--- config.mk ---
export PLATFORM = sky130hd
export DESIGN_NAME = pdc_port
export DESIGN_NICKNAME = d
export VERILOG_FILES = /design/src/rtl/pdc_pkg.sv /design/src/rtl/pdc_tx.sv /design/src/rtl/pdc_rx.sv /design/src/rtl/pdc_role.sv /design/src/rtl/pdc_port.sv
export SDC_FILE = /design/constraint.sdc
export NUM_CORES = 1
export LEC_CHECK = 0
export CAP_MARGIN = 40
export CELL_PAD_IN_SITES_DETAIL_PLACEMENT = 1
export CELL_PAD_IN_SITES_GLOBAL_PLACEMENT = 2
export CORE_MARGIN = 4
export CORE_UTILIZATION = 24
export CTS_CLUSTER_DIAMETER = 60
export DETAILED_ROUTE_END_ITERATION = 8
export PLACE_DENSITY = 0.9
export SLEW_MARGIN = 20
export SYNTH_ARGS = -nofsm -noshare
export SYNTH_HDL_FRONTEND = slang
export SYNTH_SLANG_ARGS = --single-unit
--- constraint.sdc ---
create_clock -name clk -period 3.6 [get_ports clk]
set_input_delay 0.36 -clock clk [delete_from_list [all_inputs] [get_ports clk]]
set_output_delay 0.36 -clock clk [all_outputs]
set_load 0.02 [all_outputs]
--- src/rtl/pdc_pkg.sv ---
// Shared types for the handshaking data/command port.
// Assumes: the flag value 1 marks a command word on the link.
package pdc_pkg;
    localparam logic FLAG_CMD = 1'b1;

    typedef enum logic [1:0] {
        TX_IDLE    = 2'd0,
        TX_SETUP   = 2'd1,
        TX_STROBE  = 2'd2,
        TX_RELEASE = 2'd3
    } tx_state_t;

    typedef enum logic {
        RX_WAIT_STB = 1'b0,
        RX_WAIT_REL = 1'b1
    } rx_state_t;
endpackage

--- src/rtl/pdc_tx.sv ---
// Sender half: takes one local word, drives it with its flag, and runs the
// strobe side of the four-phase exchange.
// Assumes: en is held steady for a whole transfer (the role logic ensures it).
module pdc_tx
    import pdc_pkg::*;
#(
    parameter int DATA_W = 32
) (
    input  logic              clk,
    input  logic              rst_n,
    input  logic              en,
    input  logic              tx_valid,
    input  logic              tx_is_cmd,
    input  logic [DATA_W-1:0] tx_word,
    output logic              tx_ready,
    input  logic              ack_in,
    output logic [DATA_W-1:0] word_out,
    output logic              flag_out,
    output logic              stb_out,
    output logic              idle
);
    tx_state_t         state_q;
    logic [DATA_W-1:0] word_q;
    logic              flag_q;
    logic              stb_q;

    // Sequence one transfer: capture, set up, strobe, wait for release.
    always_ff @(posedge clk) begin
        if (!rst_n) begin
            state_q <= TX_IDLE;
            word_q  <= '0;
            flag_q  <= 1'b0;
            stb_q   <= 1'b0;
        end else begin
            case (state_q)
                TX_IDLE: begin
                    if (en && tx_valid) begin
                        word_q  <= tx_word;
                        flag_q  <= tx_is_cmd;
                        state_q <= TX_SETUP;
                    end
                end
                TX_SETUP: begin
                    stb_q   <= 1'b1;
                    state_q <= TX_STROBE;
                end
                TX_STROBE: begin
                    if (ack_in) begin
                        stb_q   <= 1'b0;
                        state_q <= TX_RELEASE;
                    end
                end
                default: begin
                    if (!ack_in) begin
                        state_q <= TX_IDLE;
                    end
                end
            endcase
        end
    end

    // Present the local handshake and the pin values.
    always_comb begin
        tx_ready = en && (state_q == TX_IDLE);
        idle     = (state_q == TX_IDLE);
        word_out = word_q;
        flag_out = flag_q;
        stb_out  = stb_q;
    end

    AST_WORD_STABLE_UNDER_STROBE: assert property (@(posedge clk) disable iff (!rst_n)
        (stb_q && $past(stb_q)) |-> ($stable(word_q) && $stable(flag_q)));
    AST_STROBE_FALLS_ON_ACK: assert property (@(posedge clk) disable iff (!rst_n)
        (state_q == TX_STROBE && ack_in) |=> !stb_q);
    AST_READY_WAITS_RELEASE: assert property (@(posedge clk) disable iff (!rst_n)
        (state_q == TX_RELEASE && ack_in) |=> !tx_ready);
endmodule

--- src/rtl/pdc_rx.sv ---
// Receiver half: answers the strobe with the acknowledge, steers data words to
// the read-holding register and command words to the interrupt latch.
// Assumes: the word and flag pins are steady while the strobe input is high.
module pdc_rx
    import pdc_pkg::*;
#(
    parameter int DATA_W = 32,
    parameter int SVC_W  = 8
) (
    input  logic              clk,
    input  logic              rst_n,
    input  logic              en,
    input  logic              stb_in,
    input  logic              flag_in,
    input  logic [DATA_W-1:0] word_in,
    output logic              ack_out,
    input  logic              rd_take,
    output logic              rd_valid,
    output logic [DATA_W-1:0] rd_word,
    input  logic              irq_clear,
    output logic              irq,
    output logic [SVC_W-1:0]  irq_svc
);
    rx_state_t         state_q;
    logic              ack_q;
    logic              valid_q;
    logic [DATA_W-1:0] hold_q;
    logic              irq_q;
    logic [SVC_W-1:0]  svc_q;
    logic              accept;
    logic              load_data;
    logic              load_cmd;

    // Decide whether the current strobe is taken this cycle.
    always_comb begin
        accept    = en && (state_q == RX_WAIT_STB) && stb_in &&
                    ((flag_in == FLAG_CMD) || !valid_q);
        load_data = accept && (flag_in != FLAG_CMD);
        load_cmd  = accept && (flag_in == FLAG_CMD);
    end

    // Run the acknowledge side of the four-phase exchange.
    always_ff @(posedge clk) begin
        if (!rst_n) begin
            state_q <= RX_WAIT_STB;
            ack_q   <= 1'b0;
        end else if (accept) begin
            state_q <= RX_WAIT_REL;
            ack_q   <= 1'b1;
        end else if (state_q == RX_WAIT_REL && !stb_in) begin
            state_q <= RX_WAIT_STB;
            ack_q   <= 1'b0;
        end
    end

    // Hold the last received data word until the local side takes it.
    always_ff @(posedge clk) begin
        if (!rst_n) begin
            valid_q <= 1'b0;
            hold_q  <= '0;
        end else if (load_data) begin
            valid_q <= 1'b1;
            hold_q  <= word_in;
        end else if (rd_take) begin
            valid_q <= 1'b0;
        end
    end

    // Latch the service number and keep the interrupt until cleared.
    always_ff @(posedge clk) begin
        if (!rst_n) begin
            irq_q <= 1'b0;
            svc_q <= '0;
        end else if (load_cmd) begin
            irq_q <= 1'b1;
            svc_q <= word_in[SVC_W-1:0];
        end else if (irq_clear) begin
            irq_q <= 1'b0;
        end
    end

    // Drive the outputs from the registers.
    always_comb begin
        ack_out  = ack_q;
        rd_valid = valid_q;
        rd_word  = hold_q;
        irq      = irq_q;
        irq_svc  = svc_q;
    end

    AST_NO_ACK_WHEN_FULL: assert property (@(posedge clk) disable iff (!rst_n)
        (state_q == RX_WAIT_STB && stb_in && !flag_in && valid_q) |=> !ack_q);
    AST_IRQ_HELD: assert property (@(posedge clk) disable iff (!rst_n)
        (irq_q && !irq_clear) |=> irq_q);
    AST_CMD_KEEPS_HOLD: assert property (@(posedge clk) disable iff (!rst_n)
        (load_cmd && !rd_take) |=> ($stable(hold_q) && $stable(valid_q)));
    AST_ACK_FOLLOWS_STROBE: assert property (@(posedge clk) disable iff (!rst_n)
        (ack_q && !stb_in) |=> !ack_q);
endmodule

--- src/rtl/pdc_role.sv ---
// Role register: applies a requested direction only while the link is idle.
// Assumes: line_stb and line_ack reflect whichever end drives each line.
module pdc_role (
    input  logic clk,
    input  logic rst_n,
    input  logic cfg_transmit,
    input  logic tx_idle,
    input  logic line_stb,
    input  logic line_ack,
    output logic role_tx
);
    logic role_q;
    logic link_idle;

    // Both lines low and no transfer queued in the sender.
    always_comb begin
        link_idle = !line_stb && !line_ack && tx_idle;
    end

    // Take the requested role when the link is quiet.
    always_ff @(posedge clk) begin
        if (!rst_n) begin
            role_q <= 1'b0;
        end else if (link_idle) begin
            role_q <= cfg_transmit;
        end
    end

    assign role_tx = role_q;

    AST_ROLE_CHANGES_IDLE: assert property (@(posedge clk) disable iff (!rst_n)
        (role_q != $past(role_q)) |-> $past(link_idle));
endmodule

--- src/rtl/pdc_port.sv ---
// Top of the handshaking data/command port. Joins the role register, the
// sender and the receiver, and splits every pin into in/out/enable signals.
// Assumes: pin inputs are synchronous to clk.
module pdc_port #(
    parameter int DATA_W = 32,
    parameter int SVC_W  = 8
) (
    input  logic              clk,
    input  logic              rst_n,
    input  logic              cfg_transmit,
    output logic              role_tx,
    input  logic              tx_valid,
    input  logic              tx_is_cmd,
    input  logic [DATA_W-1:0] tx_word,
    output logic              tx_ready,
    output logic              rd_valid,
    output logic [DATA_W-1:0] rd_word,
    input  logic              rd_take,
    output logic              irq,
    output logic [SVC_W-1:0]  irq_svc,
    input  logic              irq_clear,
    input  logic [DATA_W-1:0] pin_data_in,
    output logic [DATA_W-1:0] pin_data_out,
    output logic              pin_data_oe,
    input  logic              pin_dc_in,
    output logic              pin_dc_out,
    output logic              pin_dc_oe,
    input  logic              pin_dtx_in,
    output logic              pin_dtx_out,
    output logic              pin_dtx_oe,
    input  logic              pin_drx_in,
    output logic              pin_drx_out,
    output logic              pin_drx_oe
);
    logic role_q;
    logic tx_idle;
    logic tx_stb;
    logic rx_ack;
    logic line_stb;
    logic line_ack;

    // Select the live value of each handshake line by who owns it.
    always_comb begin
        line_stb = role_q ? tx_stb : pin_dtx_in;
        line_ack = role_q ? pin_drx_in : rx_ack;
    end

    pdc_role u_role (
        .clk          (clk),
        .rst_n        (rst_n),
        .cfg_transmit (cfg_transmit),
        .tx_idle      (tx_idle),
        .line_stb     (line_stb),
        .line_ack     (line_ack),
        .role_tx      (role_q)
    );

    pdc_tx #(.DATA_W(DATA_W)) u_tx (
        .clk       (clk),
        .rst_n     (rst_n),
        .en        (role_q),
        .tx_valid  (tx_valid),
        .tx_is_cmd (tx_is_cmd),
        .tx_word   (tx_word),
        .tx_ready  (tx_ready),
        .ack_in    (pin_drx_in),
        .word_out  (pin_data_out),
        .flag_out  (pin_dc_out),
        .stb_out   (tx_stb),
        .idle      (tx_idle)
    );

    pdc_rx #(.DATA_W(DATA_W), .SVC_W(SVC_W)) u_rx (
        .clk       (clk),
        .rst_n     (rst_n),
        .en        (!role_q),
        .stb_in    (pin_dtx_in),
        .flag_in   (pin_dc_in),
        .word_in   (pin_data_in),
        .ack_out   (rx_ack),
        .rd_take   (rd_take),
        .rd_valid  (rd_valid),
        .rd_word   (rd_word),
        .irq_clear (irq_clear),
        .irq       (irq),
        .irq_svc   (irq_svc)
    );

    // Pin ownership follows the role in effect.
    always_comb begin
        role_tx     = role_q;
        pin_data_oe = role_q;
        pin_dc_oe   = role_q;
        pin_dtx_oe  = role_q;
        pin_dtx_out = tx_stb;
        pin_drx_oe  = !role_q;
        pin_drx_out = rx_ack;
    end

    AST_SINGLE_OWNER: assert property (@(posedge clk) disable iff (!rst_n)
        !(tx_stb && rx_ack));
endmodule

==> impl_metrics.json, run 1 <==
{
  "rsz0062_at_grt": "no",
  "rows": 42,
  "synth_cell_type_count": 30,
  "yosysSeqAreaShare_pct": 49.14,
  "io_pins": 157,
  "die_w_um": 124.5,
  "dr.pass1.iters": 4,
  "use_met1_pct": 15.56,
  "cts_tree": "yes",
  "setup.worst_path.start_class": "register",
  "grt-ovfl-total": 0,
  "status": "complete, no violations",
  "cts.sinks": 80,
  "cap_violations": 0,
  "synthTopCellsByCount": "dfxtp_1, nand2_1, a21boi_1, nand3_1, a21boi_0",
  "grt_util_met3_pct": 5.660,
  "fmax_mhz": 443.8,
  "synth.avg_cell_area_sq_um": 8.857,
  "drc": 0,
  "path_class": "reg -> out",
  "portBuffers": 156,
  "synthArstFlopShare_pct": 0,
  "yosysTopAreaCell": "dfxtp_1",
  "yosysWarnings": 0,
  "clock_latency_ps": 330,
  "grt_pass1_wl_um": 17420,
  "endpoint_kind": "output pin",
  "relSlewSlack_pct": 57.39,
  "final_util_pct": 39.44,
  "vdd_drop_max_v": 0.0001852,
  "synth_top_area_share_pct": 49.14,
  "grt_pass1_vias": 3338,
  "cp.required_ps": 3240,
  "powerDensity_nw_per_um2": 466.5,
  "grt_start_max_net_pins": 54,
  "hold_viol": 0,
  "synth_area_leaders": "dfxtp_1, nand2_1, a21boi_1, a21boi_0, nand3_1",
  "synth_fp_nets": 446,
  "cts_setup_buffers": 0,
  "grt_use_total_pct": 13.76,
  "ys_ff_latch": 80,
  "cts_max_level": 3,
  "via_count": 3112,
  "die_area_sq_um": 15510,
  "syn2layout_area_growth_pct": 60.88,
  "core_sq_um": 13300,
  "antenna_found_initial": 0,
  "crit_fanout": 14,
  "nets": 587,
  "drive_gt1_share_pct": 5.848,
  "min_period_over_period_pct": 62.59,
  "wirelength_um": 10620,
  "cts_buffers": 9,
  "fin_crit_ps": 2253,
  "cts_max_path_buffers": 2,
  "cts.clk_slew.worst_paths_ps": 60,
  "fin_skew_ps": 1.727,
  "cts_root_buffer": "clkbuf_16",
  "p_leak_nw": 1.798,
  "gp_congestion": 0.7100,
  "postCtsHoldBufs": 0,
  "die_h_um": 124.5,
  "routedWlPerCell_um": 15.42,
  "vias_per_cell": 4.517,
  "synth_edf_count": 0,
  "gr-usage-met2_pct": 23.16,
  "synth_cells": 368,
  "worst_pin_slew_ps": 639.1,
  "r2r_setup_slack_ps": 1770,
  "setup_tns_ps": 0,
  "drv_slew": 0,
  "grt_busiest_layer": "met2",
  "cts_resized": 0,
  "syn_area_sq_um": 3259,
  "postRouteAntennaNets": 0,
  "diodes": 0,
  "dp_hpwl_um": 7726,
  "synthFlopType": "dfxtp_1",
  "synth.most_common_cell": "dfxtp_1",
  "drt_iter0_markers": 112,
  "finalSetupViolCount": 0,
  "worstPathArrival_ps": 1890,
  "start_util_pct": 24.52,
  "hold_path_class": "in -> reg"
}
[worst max-delay path: stages (launching register included)]
cell,delay [ps]
dfxtp_1,710
and2_1,230
clkdlybuf4s50_1,610
[power by group]
group | total, mW | switching [mW] | internal (mW)
Combinational | 0.523 | 0.263 | 0.261
Clock | 0.940 | 0.352 | 0.587
Sequential | 0.983 | 0.0400 | 0.943
Total | 2.45 | 0.655 | 1.79
[through the flow]
stage	power [mW]	hold slack (ps)	setup slack, ps	cells	cell area, sq um
after floorplan	1.279	452.1	2147	368	3259
after global placement	1.512	441.8	1477	673	4917
after detailed placement	1.532	453.2	1357	673	4917
after CTS	2.491	461.3	1288	688	5224
after global routing	2.576	320.8	1226	689	5244
final	2.446	330.8	1347	689	5244
[cells by family after synthesis]
family	Yosys count	synth area share, %
multiplexers	10	3.071
buffers and inverters	39	6.180
flip-flops	80	49.14
adder cells (fa/ha/maj)	4	1.536
AND/OR/NAND/NOR	129	18.31
AO/OA/AOI/OAI	106	21.77
[cells in the final DEF, fill, tap and decap left out, types with 3 or more instances in the layout]
cell	instances
dfxtp_1	80
buf_4	6
o21ai_0	14
clkdlybuf4s50_1	155
clkbuf_16	9
ha_1	4
nand3_1	33
a21boi_0	30
mux2i_1	10
o21ai_1	20
clkbuf_8	3
a21boi_1	35
a21oi_1	3
nor2b_1	12
inv_1	6
nand2_1	72
[path summary, 6_finish.rpt]
kind                                        start  depth (start not counted)                 to
worst max-delay path               u_role.role_tx                          2           tx_ready
worst min-delay path                        rst_n                          2   u_rx.rd_word[25]
worst max register to register     u_role.role_tx                          4    u_rx.rd_word[8]
worst min register to register  u_tx.word_out[23]                          2  u_tx.word_out[23]
[registers in the layout, indices dropped and copies added, names as in the netlist]
signal	cells
u_rx.rd_word	32
u_tx.word_out	32
u_rx.irq_svc	8
u_tx.state_q	2
u_role.role_tx	1
u_rx.irq	1
u_rx.rd_valid	1
u_rx.state_q	1
u_tx.flag_out	1
u_tx.stb_out	1
[area by class of cell]
type	instances	area [sq um]
Sequential cell	80	1602
Fill cell	1535	8051
Multi-Input combinational cell	249	1471
Timing Repair Buffer	163	1622
Tap cell	176	220.2
Clock buffer	12	266.5
Clock inverter	3	40.04
Inverter	6	22.52
[per-layer routing]
metal	wire (um)	part of all wire (%)
met3	895	8.4
met5	0	0
met2	5231	49
met4	160	1.5
met1	4335	41
Note: power is estimated with default switching activity, not from simulation.
==> inputs of run 2 (changes only) <==
--- a/config.mk
+++ b/config.mk
@@ -9,10 +9,10 @@
 export CELL_PAD_IN_SITES_DETAIL_PLACEMENT = 1
 export CELL_PAD_IN_SITES_GLOBAL_PLACEMENT = 2
 export CORE_MARGIN = 4
-export CORE_UTILIZATION = 24
+export CORE_UTILIZATION = 20
 export CTS_CLUSTER_DIAMETER = 60
 export DETAILED_ROUTE_END_ITERATION = 8
-export PLACE_DENSITY = 0.9
+export PLACE_DENSITY = 0.8
 export SLEW_MARGIN = 20
 export SYNTH_ARGS = -nofsm -noshare
 export SYNTH_HDL_FRONTEND = slang
==> constraint.sdc (replaced) <==
create_clock -name clk -period 2 [get_ports clk]
set_input_delay 0.2 -clock clk [delete_from_list [all_inputs] [get_ports clk]]
set_output_delay 0.2 -clock clk [all_outputs]
set_load 0.02 [all_outputs]
==> impl_metrics.json, run 2 (synthesized netlist as in run 1, its figures left out) <==
{
  "status": "complete, no violations",
  "portBuffers": 156,
  "final_common_cell": "clkdlybuf4s50_1",
  "final_util_pct": 33.50,
  "worstPathArrival_ps": 1620,
  "top_layer": "met4",
  "regArea_sq_um": 1602,
  "die_h_um": 135.7,
  "vias_per_cell": 4.307,
  "worstReg2RegEnd": "u_tx.state_q[0]",
  "finalSetupViolCount": 0,
  "start_util_pct": 20.44,
  "fmax_mhz": 550.1,
  "grt_pass1_vias": 3420,
  "cts_tree": "yes",
  "drc": 0,
  "io_pins": 157,
  "fin_crit_ps": 1818,
  "cap_violations": 0,
  "r2r_start": "u_tx.state_q[1]",
  "p_leak_nw": 1.816,
  "min_to": "u_tx.word_out[26]",
  "gp_congestion": 0.7048,
  "diodes": 0,
  "hp-start": "rst_n",
  "drv_slew": 0,
  "min_period_over_period_pct": 90.90,
  "hold_depth": 3,
  "wl_met1_um": 4450,
  "multiInputGateArea_sq_um": 1480,
  "final_cell_area_sq_um": 5340,
  "wl_met2_um": 5536,
  "antenna_found_initial": 0,
  "relSlewSlack_pct": 55.68,
  "drive_gt1_share_pct": 6.383,
  "routedWlPerCell_um": 15.32,
  "hold_viol": 0,
  "place_ws_ps": 170.2,
  "worst_pin_slew_ps": 664.7,
  "via_count": 3157,
  "dr.pass1.iters": 4,
  "cts_setup_buffers": 0,
  "grt_pass1_wl_um": 17730,
  "fin_skew_ps": 3.619,
  "setup_tns_ps": 0,
  "drt_iter0_markers": 79,
  "cts_max_level": 3,
  "vdd_drop_max_v": 0.0004280,
  "wirelength_um": 11230,
  "die_w_um": 135.7,
  "cp.required_ps": 1800,
  "nets": 590,
  "placed_area_sq_um": 5019,
  "cts_buffers": 9,
  "cts_max_path_buffers": 2,
  "r2r_setup_slack_ps": 300,
  "setup.worst_path.start_class": "register",
  "powerDensity_nw_per_um2": 847.0,
  "reg2regPathDepth": 5,
  "path_class": "reg -> out",
  "cts.clk_slew.worst_paths_ps": 60,
  "dp_hpwl_um": 8193,
  "syn2layout_area_growth_pct": 63.84,
  "setup_ws_ps": 182.1,
  "core_sq_um": 15940,
  "rsz0062_at_grt": "no",
  "dr_wl_met3_um": 1115,
  "die_area_sq_um": 18400,
  "layout_common_cells": "clkdlybuf4s50_1, dfxtp_1, nand2_1",
  "fill_cells": 1838,
  "endpoint_kind": "output pin",
  "postRouteAntennaNets": 0,
  "grt_start_max_net_pins": 57,
  "hold_path_class": "in -> reg",
  "grt-ovfl-total": 0,
  "cts.sinks": 80,
  "rows": 46,
  "cts_root_buffer": "clkbuf_16",
  "clock_latency_ps": 340,
  "grt_use_total_pct": 12.44,
  "crit_fanout": 12
}
[run 2: cell count changes in the layout (fill, tap and decap cells not counted)]
cell	change
clkinvlp_4	+2
clkinv_2	-1
buf_4	+3
dlygate4sd2_1	+1
bufinv_16	+1
nor4bb_2	-1
nor4bb_4	+1
clkdlybuf4s50_1	-1
clkbuf_8	-2
clkbuf_1	+1
[run 2: cell type report]
class                           count  share of cell area (%)
Clock inverter                      5                   1.500
Timing Repair Buffer              166                   30.76
Inverter                            6                  0.4217
Multi-Input combinational cell    249                   27.72
Clock buffer                       11                   4.545
Sequential cell                    80                   29.99
Tap cell                          216                   5.061
[run 2: layer usage]
| layer | vias to the layer above | track usage, % |
|---|---|---|
| li1 | 1527 | - |
| met1 | 1511 | 12.50 |
| met2 | 108 | 22.23 |
| met3 | 11 | 7.058 |
| met4 | 0 | 3.080 |
| met5 | - | 0 |
[run 2: worst max path at each step]
stage / start / end / slack [ps] / cells after the start
CTS: u_role.role_tx / pin_drx_oe / 110 / 2
finish: u_role.role_tx / pin_drx_oe / 180 / 2
global route: u_role.role_tx / pin_drx_oe / 20 / 2
detailed placement: pin_dtx_in / u_rx.rd_word[14] / 170 / 4
floorplan: u_role.role_tx / u_rx.rd_word[12] / 550 / 5
global placement: pin_dtx_in / u_rx.rd_word[1] / 220 / 4
[run 2: timing repair]
item / 4_1_cts / 5_1_grt
setup endpoints to repair: 1 / 0
resized for setup: 1 / 0
hold buffers: 0 / 0
endpoints found under the hold margin: 0 / 0
[run 2: through the flow]
step           cells  hold WS, ps  power [mW]
2_1_floorplan    368        316.1       2.303
3_3_place_gp     717        443.7       2.749
5_1_grt          733        379.7       4.772
4_1_cts          733        344.2       4.636
6_report         733        360.5       4.523
3_5_place_dp     717        454.1       2.785
[run 2: worst max-delay path, cell delays in order, from the launching register on]
cell,delay (ps)
dfxtp_1,570
inv_1,120
clkdlybuf4s50_1,590
[run 2: power breakdown]
group | switching (mW) | leakage (nW) | internal (mW)
Clock | 0.668 | 0.152 | 1.13
Combinational | 0.486 | 1.01 | 0.479
Sequential | 0.0673 | 0.650 | 1.70
Total | 1.22 | 1.82 | 3.30
